`src/rtl/pt_walker.sv`:
```
module pt_walker #(
  parameter logic [1:0] MMODE  = 2'b11,
  parameter int         EN_BIT = 63
) (
  input  logic        clk,
  input  logic        rst_n,
  input  logic        req_valid,
  input  logic [63:0] req_vaddr,
  input  logic [1:0]  req_mode,
  input  logic [63:0] req_ctrl,
  output logic        busy,
  output logic        mem_rd_en,
  output logic [55:0] mem_rd_addr,
  input  logic [63:0] mem_rd_data,
  output logic        resp_done,
  output logic        resp_fault,
  output logic [63:0] resp_paddr
);
  localparam int PA_W  = 56;
  localparam int OFF_W = 12;
  localparam int VPN_W = 9;

  typedef enum logic [1:0] {S_IDLE, S_ISSUE, S_WAIT} st_t;

  st_t             state;
  logic [1:0]      lvl;
  logic [PA_W-1:0] base;
  logic [38:0]     va_q;
  logic [VPN_W-1:0] vpn_sel;
  logic [PA_W-1:0] leaf_pa;
  logic            xlate_on, pte_v, pte_leaf, misal;

  assign xlate_on = req_ctrl[EN_BIT] && (req_mode != MMODE);
  assign busy     = (state != S_IDLE);

  always_comb begin
    case (lvl)
      2'd2:    vpn_sel = va_q[38:30];
      2'd1:    vpn_sel = va_q[29:21];
      default: vpn_sel = va_q[20:12];
    endcase
  end

  assign mem_rd_en   = (state == S_ISSUE);
  assign mem_rd_addr = base + {{(PA_W-VPN_W-3){1'b0}}, vpn_sel, 3'b000};

  assign pte_v    = mem_rd_data[0];
  assign pte_leaf = mem_rd_data[1] | mem_rd_data[3];
  assign misal    = ((lvl == 2'd2) && (mem_rd_data[27:10] != '0)) ||
                    ((lvl == 2'd1) && (mem_rd_data[18:10] != '0));

  always_comb begin
    case (lvl)
      2'd2:    leaf_pa = {mem_rd_data[53:28], va_q[29:0]};
      2'd1:    leaf_pa = {mem_rd_data[53:19], va_q[20:0]};
      default: leaf_pa = {mem_rd_data[53:10], va_q[OFF_W-1:0]};
    endcase
  end

  always_ff @(posedge clk) begin
    if (!rst_n) begin
      state      <= S_IDLE;
      lvl        <= 2'd2;
      base       <= '0;
      va_q       <= '0;
      resp_done  <= 1'b0;
      resp_fault <= 1'b0;
      resp_paddr <= '0;
    end else begin
      resp_done  <= 1'b0;
      resp_fault <= 1'b0;
      case (state)
        S_IDLE: begin
          if (req_valid) begin
            if (!xlate_on) begin
              resp_done  <= 1'b1;
              resp_paddr <= req_vaddr;
            end else begin
              va_q       <= req_vaddr[38:0];
              base       <= {req_ctrl[43:0], {OFF_W{1'b0}}};
              lvl        <= 2'd2;
              resp_paddr <= '0;
              state      <= S_ISSUE;
            end
          end
        end
        S_ISSUE: state <= S_WAIT;
        S_WAIT: begin
          if (!pte_v) begin
            resp_fault <= 1'b1;
            resp_paddr <= '0;
            state      <= S_IDLE;
          end else if (pte_leaf) begin
            if (misal) begin
              resp_fault <= 1'b1;
              resp_paddr <= '0;
            end else begin
              resp_done  <= 1'b1;
              resp_paddr <= {{(64-PA_W){1'b0}}, leaf_pa};
            end
            state <= S_IDLE;
          end else if (lvl == 2'd0) begin
            resp_fault <= 1'b1;
            resp_paddr <= '0;
            state      <= S_IDLE;
          end else begin
            base  <= {mem_rd_data[53:10], {OFF_W{1'b0}}};
            lvl   <= lvl - 2'd1;
            state <= S_ISSUE;
          end
        end
        default: state <= S_IDLE;
      endcase
    end
  end
endmodule


```
`config.mk`:
```
export PLATFORM = sky130hd
export DESIGN_NAME = pt_walker
export DESIGN_NICKNAME = d
export VERILOG_FILES = /design/src/rtl/pt_walker.sv
export SDC_FILE = /design/constraint.sdc
export NUM_CORES = 1
export LEC_CHECK = 0
export ABC_AREA = 1
export BUFFER_PORTS_ARGS = -buffer_cell sky130_fd_sc_hd__buf_2
export CORE_MARGIN = 5
export CORE_UTILIZATION = 45
export CTS_BUF_LIST = sky130_fd_sc_hd__clkbuf_16
export DETAILED_ROUTE_END_ITERATION = 8
export GPL_TIMING_DRIVEN = 0
export PLACE_DENSITY = 0.77
export SETUP_SLACK_MARGIN = 0.3
export SLEW_MARGIN = 0
export SYNTH_ARGS = -nofsm -noshare
export SYNTH_HDL_FRONTEND = slang
export SYNTH_SLANG_ARGS = --single-unit
```
`constraint.sdc`:
```
create_clock -name clk -period 2.19 [get_ports clk]
set_input_delay 0.438 -clock clk [delete_from_list [all_inputs] [get_ports clk]]
set_output_delay 0.438 -clock clk [all_outputs]
set_load 0.01 [all_outputs]
```
==> results of run 1 <==
[layout make-up]
class / count / share of cell area [%]
multi-input combinational: 651 / 35.1
sequential: 153 / 31.5
timing repair buffer: 290 / 15.3
buffer: 96 / 5.64
clock buffer: 17 / 4.37
inverter: 85 / 3.43
tap: 216 / 2.77
clock inverter: 15 / 1.80
antenna: 2 / 0.0514
[stage by stage]
stage / cells / utilization [%] / TNS, ns / power [mW] / hold WS (ns)
CTS: 1518 / 61.4 / 0 / 7.63 / 0.258
finish: 1525 / 62.0 / 0 / 7.65 / 0.273
global placement: 1481 / 56.1 / -0.00273 / 4.54 / 0.446
global route: 1523 / 62.0 / -0.187 / 7.93 / 0.259
detailed placement: 1481 / 56.1 / -0.0604 / 4.56 / 0.455
floorplan: 985 / - / 0 / 3.95 / 0.457
[cell families (layout without fill, tap and decap cells)]
logic type               Yosys count  count (layout)  share of synthesized area, %
adder cells (fa/ha/maj)            3               3                         0.527
AND/OR/NAND/NOR                  297             297                          19.0
buffers and inverters            181             503                          11.0
other                              1               5                        0.0526
flip-flops                       153             153                          43.0
AO/OA/AOI/OAI                    348             348                          26.6
[state kept, by name, summed over array words and instances, names as in the netlist]
signal      flops
resp_paddr     64
base           44
va_q           39
lvl             2
state           2
resp_done       1
resp_fault      1
[worst register-to-register path, stage by stage (launching register included)]
cell       delay (ns)
dfxtp_4          0.38
inv_4            0.05
ha_4             0.27
clkbuf_16        0.16
inv_8            0.04
buf_4            0.14
nor2_1           0.41
o22ai_1          0.17
nand4_1          0.13
a21oi_1          0.07
[per-layer routing]
metal  part of all wire [%]  up-vias  track usage [%]
met5                      0        -                0
met4                    3.6        0             10.1
met3                    9.9       94             6.55
met2                     46      522             47.3
met1                     40     3859             38.1
li1                       -     4053                -
[cell usage after synthesis, types with 3 or more instances]
| library cell | count | share of area (%) |
|---|---|---|
| dfxtp_1 | 153 | 43 |
| nand2_1 | 132 | 6.9 |
| o21ai_1 | 131 | 9.2 |
| a21oi_1 | 105 | 7.4 |
| inv_1 | 76 | 4.0 |
| nand4_1 | 56 | 4.9 |
| nor2_1 | 49 | 2.6 |
| clkbuf_1 | 47 | 2.5 |
| a31oi_1 | 44 | 3.9 |
| nor3_1 | 41 | 2.9 |
| o21ai_0 | 33 | 2.3 |
| buf_2 | 29 | 2.0 |
| a32oi_1 | 18 | 2.2 |
| buf_4 | 16 | 1.7 |
| o22ai_1 | 14 | 1.2 |
| nand3_1 | 13 | 0.91 |
| inv_2 | 7 | 0.37 |
| buf_1 | 4 | 0.21 |
| ha_1 | 3 | 0.53 |
[what timing repair did]
| action | CTS | global route |
|---|---|---|
| resized for setup | 58 | 31 |
| gates cloned | 0 | 1 |
| pin swaps | 2 | 3 |
| hold buffers | 0 | 0 |
| buffers inserted | 5 | 4 |
| setup endpoints to repair | 49 | 85 |
[how the worst max path moves through the flow]
stage | startpoint | to | depth (start not counted)
2_1_floorplan | lvl[0] | mem_rd_addr[11] | 6
3_3_place_gp | lvl[0] | mem_rd_addr[4] | 7
3_5_place_dp | lvl[1] | mem_rd_addr[4] | 7
4_1_cts | lvl[1] | mem_rd_addr[10] | 7
5_1_grt | lvl[0] | mem_rd_addr[7] | 7
6_report | lvl[0] | mem_rd_addr[7] | 7
[power breakdown]
group          switching (mW)  internal, mW
clock network            1.24          1.80
registers               0.124          3.01
logic                   0.900         0.577
total                    2.27          5.39
==> metrics.log, run 1 <==
[metrics] syn_area_per_cell: 7.25 µm²
[metrics] CP Data Required Time: between 1.5 and 2 ns
[metrics] critical path type: reg -> out
[metrics] number of top-level pins: between 300 and 400
[metrics] via count of the first global-routing pass: ~8.0k
[metrics] Clock transition at path regs: approximately 0.06 ns
[metrics] sequential area share after synthesis: a little over two fifths
[metrics] Cell variety after synth: 28
[metrics] vias per cell: 5.59
[metrics] flip-flop and latch count after synthesis: approximately 150
[metrics] placed wire-length estimate after detailed placement: 21,200 µm
[metrics] TritonCTS clock tree: yes
[metrics] remaining global-route overflow: 0
[metrics] count of antenna-violating nets left after detailed routing: 0
[metrics] final setup violating endpoints: 0
[metrics] worst hold stages: 3
[metrics] startpoint of the lowest-slack register-to-register path: lvl[1]
[metrics] largest net degree at the start of global routing: 17
[metrics] number of standard-cell rows in the floorplan: 46
[metrics] area of the multi-input gates: 3420 µm²
[metrics] power per standard cell area: about 800 nW/µm²
[metrics] wire length of the first global-routing pass: roughly 42,000 µm
[metrics] count of buffering cells on the critical path with inverters included: 3
[metrics] total clock buffers created by CTS: 17
[metrics] worst hold path class: in -> reg
[metrics] total standard cell area after synthesis: between 7000 and 8000 µm²
[metrics] maximum clock skew at final layout: just under 0.007 ns
[metrics] Clk Latency, worst-skew pair: 0.42 ns
[metrics] sink of the worst hold path: va_q[9]
[metrics] wire length per cell: 18.6 µm
[metrics] result of the run: finished clean
[metrics] Final WS setup: about 0.018 ns
[metrics] leading cell type in the layout, fill and taps excluded: buf_2
[metrics] kind of end point of the critical path: output port
[metrics] clock root buffer: clkbuf_16
[metrics] layout cells sized above 1: approximately a third
[metrics] number of clock sinks seen by CTS: 153
[metrics] Synth async-reset ratio: 0%
[metrics] final WL: approximately 28,000 µm
[metrics] number of antenna violations at the first check in global routing: 0
[metrics] Area Growth Syn to Fin: 36.6%
[metrics] final worst-path cycle share: approximately 99%
[metrics] Port Buffer Count: between 200 and 300
[metrics] worst r2r dst: resp_paddr[21]
[metrics] die outline area: between 15,000 and 20,000 µm²
[metrics] final hold violation count: 0
[metrics] startpoint type of the worst setup path: flop
[metrics] number of H-tree levels: 4
[metrics] Critical Path Slowest Stage Cell: dfxtp_2
[metrics] minimum setup slack after placement: -0.0260 ns
[metrics] number of iterations in the first detailed-routing pass: 7
[metrics] post-layout min period: about 2.2 ns
[metrics] Hold Startpoint: req_vaddr[9]
[metrics] number of enable flip-flop cells after synthesis: 0
[metrics] synth warn: 0
[metrics] DIE HEIGHT: about 140 µm
[metrics] worst rel slew slack: about three fifths
[metrics] final weighted congestion in routability-driven placement: around 0.96
[metrics] unrepaired setup endpoints after global routing: yes
[metrics] data arrival time of the critical path: 1.73 ns
[metrics] dpl cell area: roughly 9000 µm²
[metrics] register cell area after layout: about 3100 µm²
[metrics] fmax: between 0.4 and 0.5 GHz
[metrics] Least-Margin Pin Slew: roughly 0.6 ns
[metrics] fill cell count: roughly 1.4k
[metrics] Final Max Tran Viols: 0
[metrics] largest vdd supply drop: 0.558 mV
[metrics] register-to-register path setup slack: between 0.2 and 0.3 ns
[metrics] leading cell types in the layout, fill and taps excluded: 303 x buf_2, 151 x dfxtp_1, 137 x o21ai_1, 129 x nand2_1, 103 x a21oi_1
[metrics] via count: around 8.5k
[metrics] Core ar.: between 15,000 and 20,000 µm²
[metrics] highest net fanout along the worst path: 8
[metrics] number of instances in the synthesized netlist: approximately 980
[metrics] initial drt markers: between 700 and 800
[metrics] initial core utilization: between 40% and 50%
[metrics] die width: 136 µm
[metrics] leak pwr: 4.57 nW
[metrics] critical path cell sequence: buf_4 -> ha_4 -> inv_1 -> o21ai_1 -> nand2_1 -> o21ai_2 -> buf_2
[metrics] total global routing track utilization: about 29%
[metrics] worst-case clock buffer depth: 2
[metrics] number of violations of the max-capacitance limit: 0
[metrics] dominant delay contributor by cell family on the critical path: buffers and inverters
[metrics] DR DRC count: 0
[metrics] Final nets: roughly 1.5k
[metrics] worst r2r path cells: 9
[metrics] dominant register cell in the synthesized netlist: dfxtp_1
[metrics] fin area: between 9000 and 10,000 µm²
[metrics] delay of the slowest critical-path stage: ~0.34 ns
Power figures use the tool's default switching activity.
==> run 2, diff against run 1 <==
--- a/config.mk
+++ b/config.mk
@@ -12,7 +12,7 @@
 export CTS_BUF_LIST = sky130_fd_sc_hd__clkbuf_16
 export DETAILED_ROUTE_END_ITERATION = 8
 export GPL_TIMING_DRIVEN = 0
-export PLACE_DENSITY = 0.77
+export PLACE_DENSITY = 0.78
 export SETUP_SLACK_MARGIN = 0.3
 export SLEW_MARGIN = 0
 export SYNTH_ARGS = -nofsm -noshare
==> metrics.log, run 2 (same netlist as run 1, synthesis figures left out) <==
[metrics] leading cell type in the layout, fill and taps excluded: buf_2
[metrics] DIE HEIGHT: 136 µm (unchanged)
[metrics] clock root buffer: clkbuf_16
[metrics] worst-case clock buffer depth: 2 (unchanged)
[metrics] Post-Route Hold Slack: 0.264 ns (-0.00930 ns)
[metrics] final WL: 28,500 µm (+0.71%)
[metrics] Least-Margin Pin Slew: 0.590 ns (+0.00420 ns)
[metrics] utilization of the core after routing: 63.1% (+1.1 points)
[metrics] largest net degree at the start of global routing: 17 (unchanged)
[metrics] via count of the first global-routing pass: 8,281 (+3.7%)
[metrics] worst rel slew slack: 60.7% (-0.28 points)
[metrics] maximum clock skew at final layout: 0.00721 ns (+0.000292 ns)
[metrics] Clock transition at path regs: 0.06 ns (about the same)
[metrics] wire length of the first global-routing pass: 43,700 µm (+3.4%)
[metrics] largest vdd supply drop: 0.594 mV (+6.4%)
[metrics] delay of the slowest critical-path stage: 0.38 ns (+0.04 ns)
[metrics] critical path type: reg -> out
[metrics] Final Total Pwr: 7.60 mW (-0.67%)
[metrics] count of antenna-violating nets left after detailed routing: 0 (unchanged)
[metrics] TritonCTS clock tree: yes
[metrics] Largest regs: resp_paddr: 64 flops, base: 44 flops, va_q: 39 flops
[metrics] number of H-tree levels: 4 (unchanged)
[metrics] startpoint type of the worst setup path: flop
[metrics] wire length per cell: 18.6 µm (+0.32%)
[metrics] critical path cell sequence: inv_4 -> ha_4 -> clkbuf_16 -> buf_8 -> nand2_1 -> o21ai_2 -> buf_2
[metrics] die outline area: 18,500 µm² (unchanged)
[metrics] unrepaired setup endpoints after global routing: yes
[metrics] Fin Setup TNS: 0 ns (unchanged)
[metrics] Area Growth Syn to Fin: 39.1%
[metrics] Core ar.: 15,700 µm² (unchanged)
[metrics] worst hold path class: in -> reg
[metrics] final weighted congestion in routability-driven placement: 0.990 (+3.3%)
[metrics] number of top-level pins: 321 (unchanged)
[metrics] Port Buffer Count: 280 (unchanged)
[metrics] initial core utilization: 45.4% (unchanged)
[metrics] via count: 8,615 (+1.0%)
[metrics] number of standard-cell rows in the floorplan: 46 (unchanged)
[metrics] area of the multi-input gates: 3510 µm² (+2.7%)
[metrics] fill cell count: 1,395 (-1.5%)
[metrics] die width: 136 µm (unchanged)
[metrics] layout cells sized above 1: 33.6% (+2.0 points)
[metrics] Critical Path Slowest Stage Cell: dfxtp_4
[metrics] data arrival time of the critical path: 1.73 ns (about the same)
[metrics] kind of end point of the critical path: output port
[metrics] minimum setup slack after placement: -0.0353 ns (-0.00923 ns)
[metrics] post-layout min period: 2.17 ns (-0.000490 ns)
[metrics] Final WS setup: 0.0183 ns (+0.000490 ns)
[metrics] remaining global-route overflow: 0 (unchanged)
[metrics] number of antenna violations at the first check in global routing: 0 (unchanged)
[metrics] register with the most flip-flops: resp_paddr
[metrics] result of the run: finished clean
[metrics] register-to-register path setup slack: 0.35 ns (+0.10 ns)
[metrics] placed wire-length estimate after detailed placement: 21,200 µm (about the same)
[metrics] CP Data Required Time: 1.75 ns (about the same)
[metrics] DR DRC count: 0 (unchanged)
[metrics] Final nets: 1,501 (+0.47%)
[metrics] leading cell types in the layout, fill and taps excluded: 302 x buf_2, 151 x dfxtp_1, 132 x o21ai_1, 124 x nand2_1, 99 x a21oi_1
[metrics] total global routing track utilization: 29.9% (+0.87 points)
[metrics] Final Max Tran Viols: 0 (unchanged)
[metrics] final worst-path cycle share: 99.2% (about the same)
[metrics] initial drt markers: 740 (-5.1%)
[metrics] leak pwr: 4.62 nW (+1.2%)
[metrics] register cell area after layout: 3070 µm² (about the same)
[metrics] total clock buffers created by CTS: 17 (unchanged)
[metrics] number of clock sinks seen by CTS: 153 (unchanged)
[metrics] number of iterations in the first detailed-routing pass: 6 (-1)
[metrics] number of violations of the max-capacitance limit: 0 (unchanged)
[metrics] Clk Latency, worst-skew pair: 0.43 ns (about the same)
[metrics] power per standard cell area: 767 nW/µm² (-2.4%)
[metrics] number of flip-flops in the largest register: 64 (unchanged)
[metrics] vias per cell: 5.63 (+0.62%)
[metrics] fmax: 0.460 GHz (about the same)
[metrics] final hold violation count: 0 (unchanged)
[metrics] highest net fanout along the worst path: 7 (-1)
[metrics] final setup violating endpoints: 0 (unchanged)
run 2: path summary, 6_finish.rpt:
check                               startpoint             end  cells past startpoint
worst max register to register          lvl[1]  resp_paddr[42]                      8
worst max-delay path                    lvl[1]  mem_rd_addr[3]                      7
worst min-delay path              req_vaddr[7]         va_q[7]                      3
worst min register to register  resp_paddr[57]  resp_paddr[57]                      2
run 2: layout make-up:
class / count / share of cell area [%]
flip-flops and latches: 153 / 31.0
clock buffers: 17 / 4.29
clock inverters: 15 / 1.55
diodes: 1 / 0.0252
inverters: 85 / 3.47
repair buffers: 297 / 15.9
well taps: 216 / 2.73
multi-input cells: 651 / 35.4
plain buffers: 96 / 5.63
run 2: worst max-delay path, delay by kind of cell (launching register included):
| kind | cells | cell delay, ns |
|---|---|---|
| simple gates | 1 | 0.08 |
| fa+ha+maj | 1 | 0.26 |
| buf+inv | 4 | 0.50 |
| flops | 1 | 0.38 |
| compound gates | 1 | 0.09 |
run 2: report_power, final:
| group | leakage [nW] | switching, mW | internal, mW |
|---|---|---|---|
| logic | 3.09 | 0.919 | 0.603 |
| registers | 1.26 | 0.125 | 3.01 |
| clock network | 0.271 | 1.26 | 1.68 |
| total | 4.62 | 2.31 | 5.29 |
run 2: metrics by stage:
stage,std cells,cell area [µm²]
floorplan,985,7140
global placement,1481,8810
detailed placement,1481,8810
CTS,1525,9720
global route,1530,9910
finish,1531,9920
run 2: per-layer routing:
layer	track usage [%]	routed length (µm)	vias up	part of all wire, %
met4	12.7	1290	0	4.5
met2	48.3	12900	500	45
met3	5.59	2580	91	9.0
li1	-	-	4069	-
met5	0	0	-	0
met1	39.3	11700	3955	41
run 2: timing repair:
action | 4_1_cts | 5_1_grt
setup endpoints to repair | 47 | 89
pin swaps | 5 | 7
gates cloned | 2 | 0
gates resized for setup | 69 | 59
hold buffers | 0 | 0
buffers inserted | 10 | 5
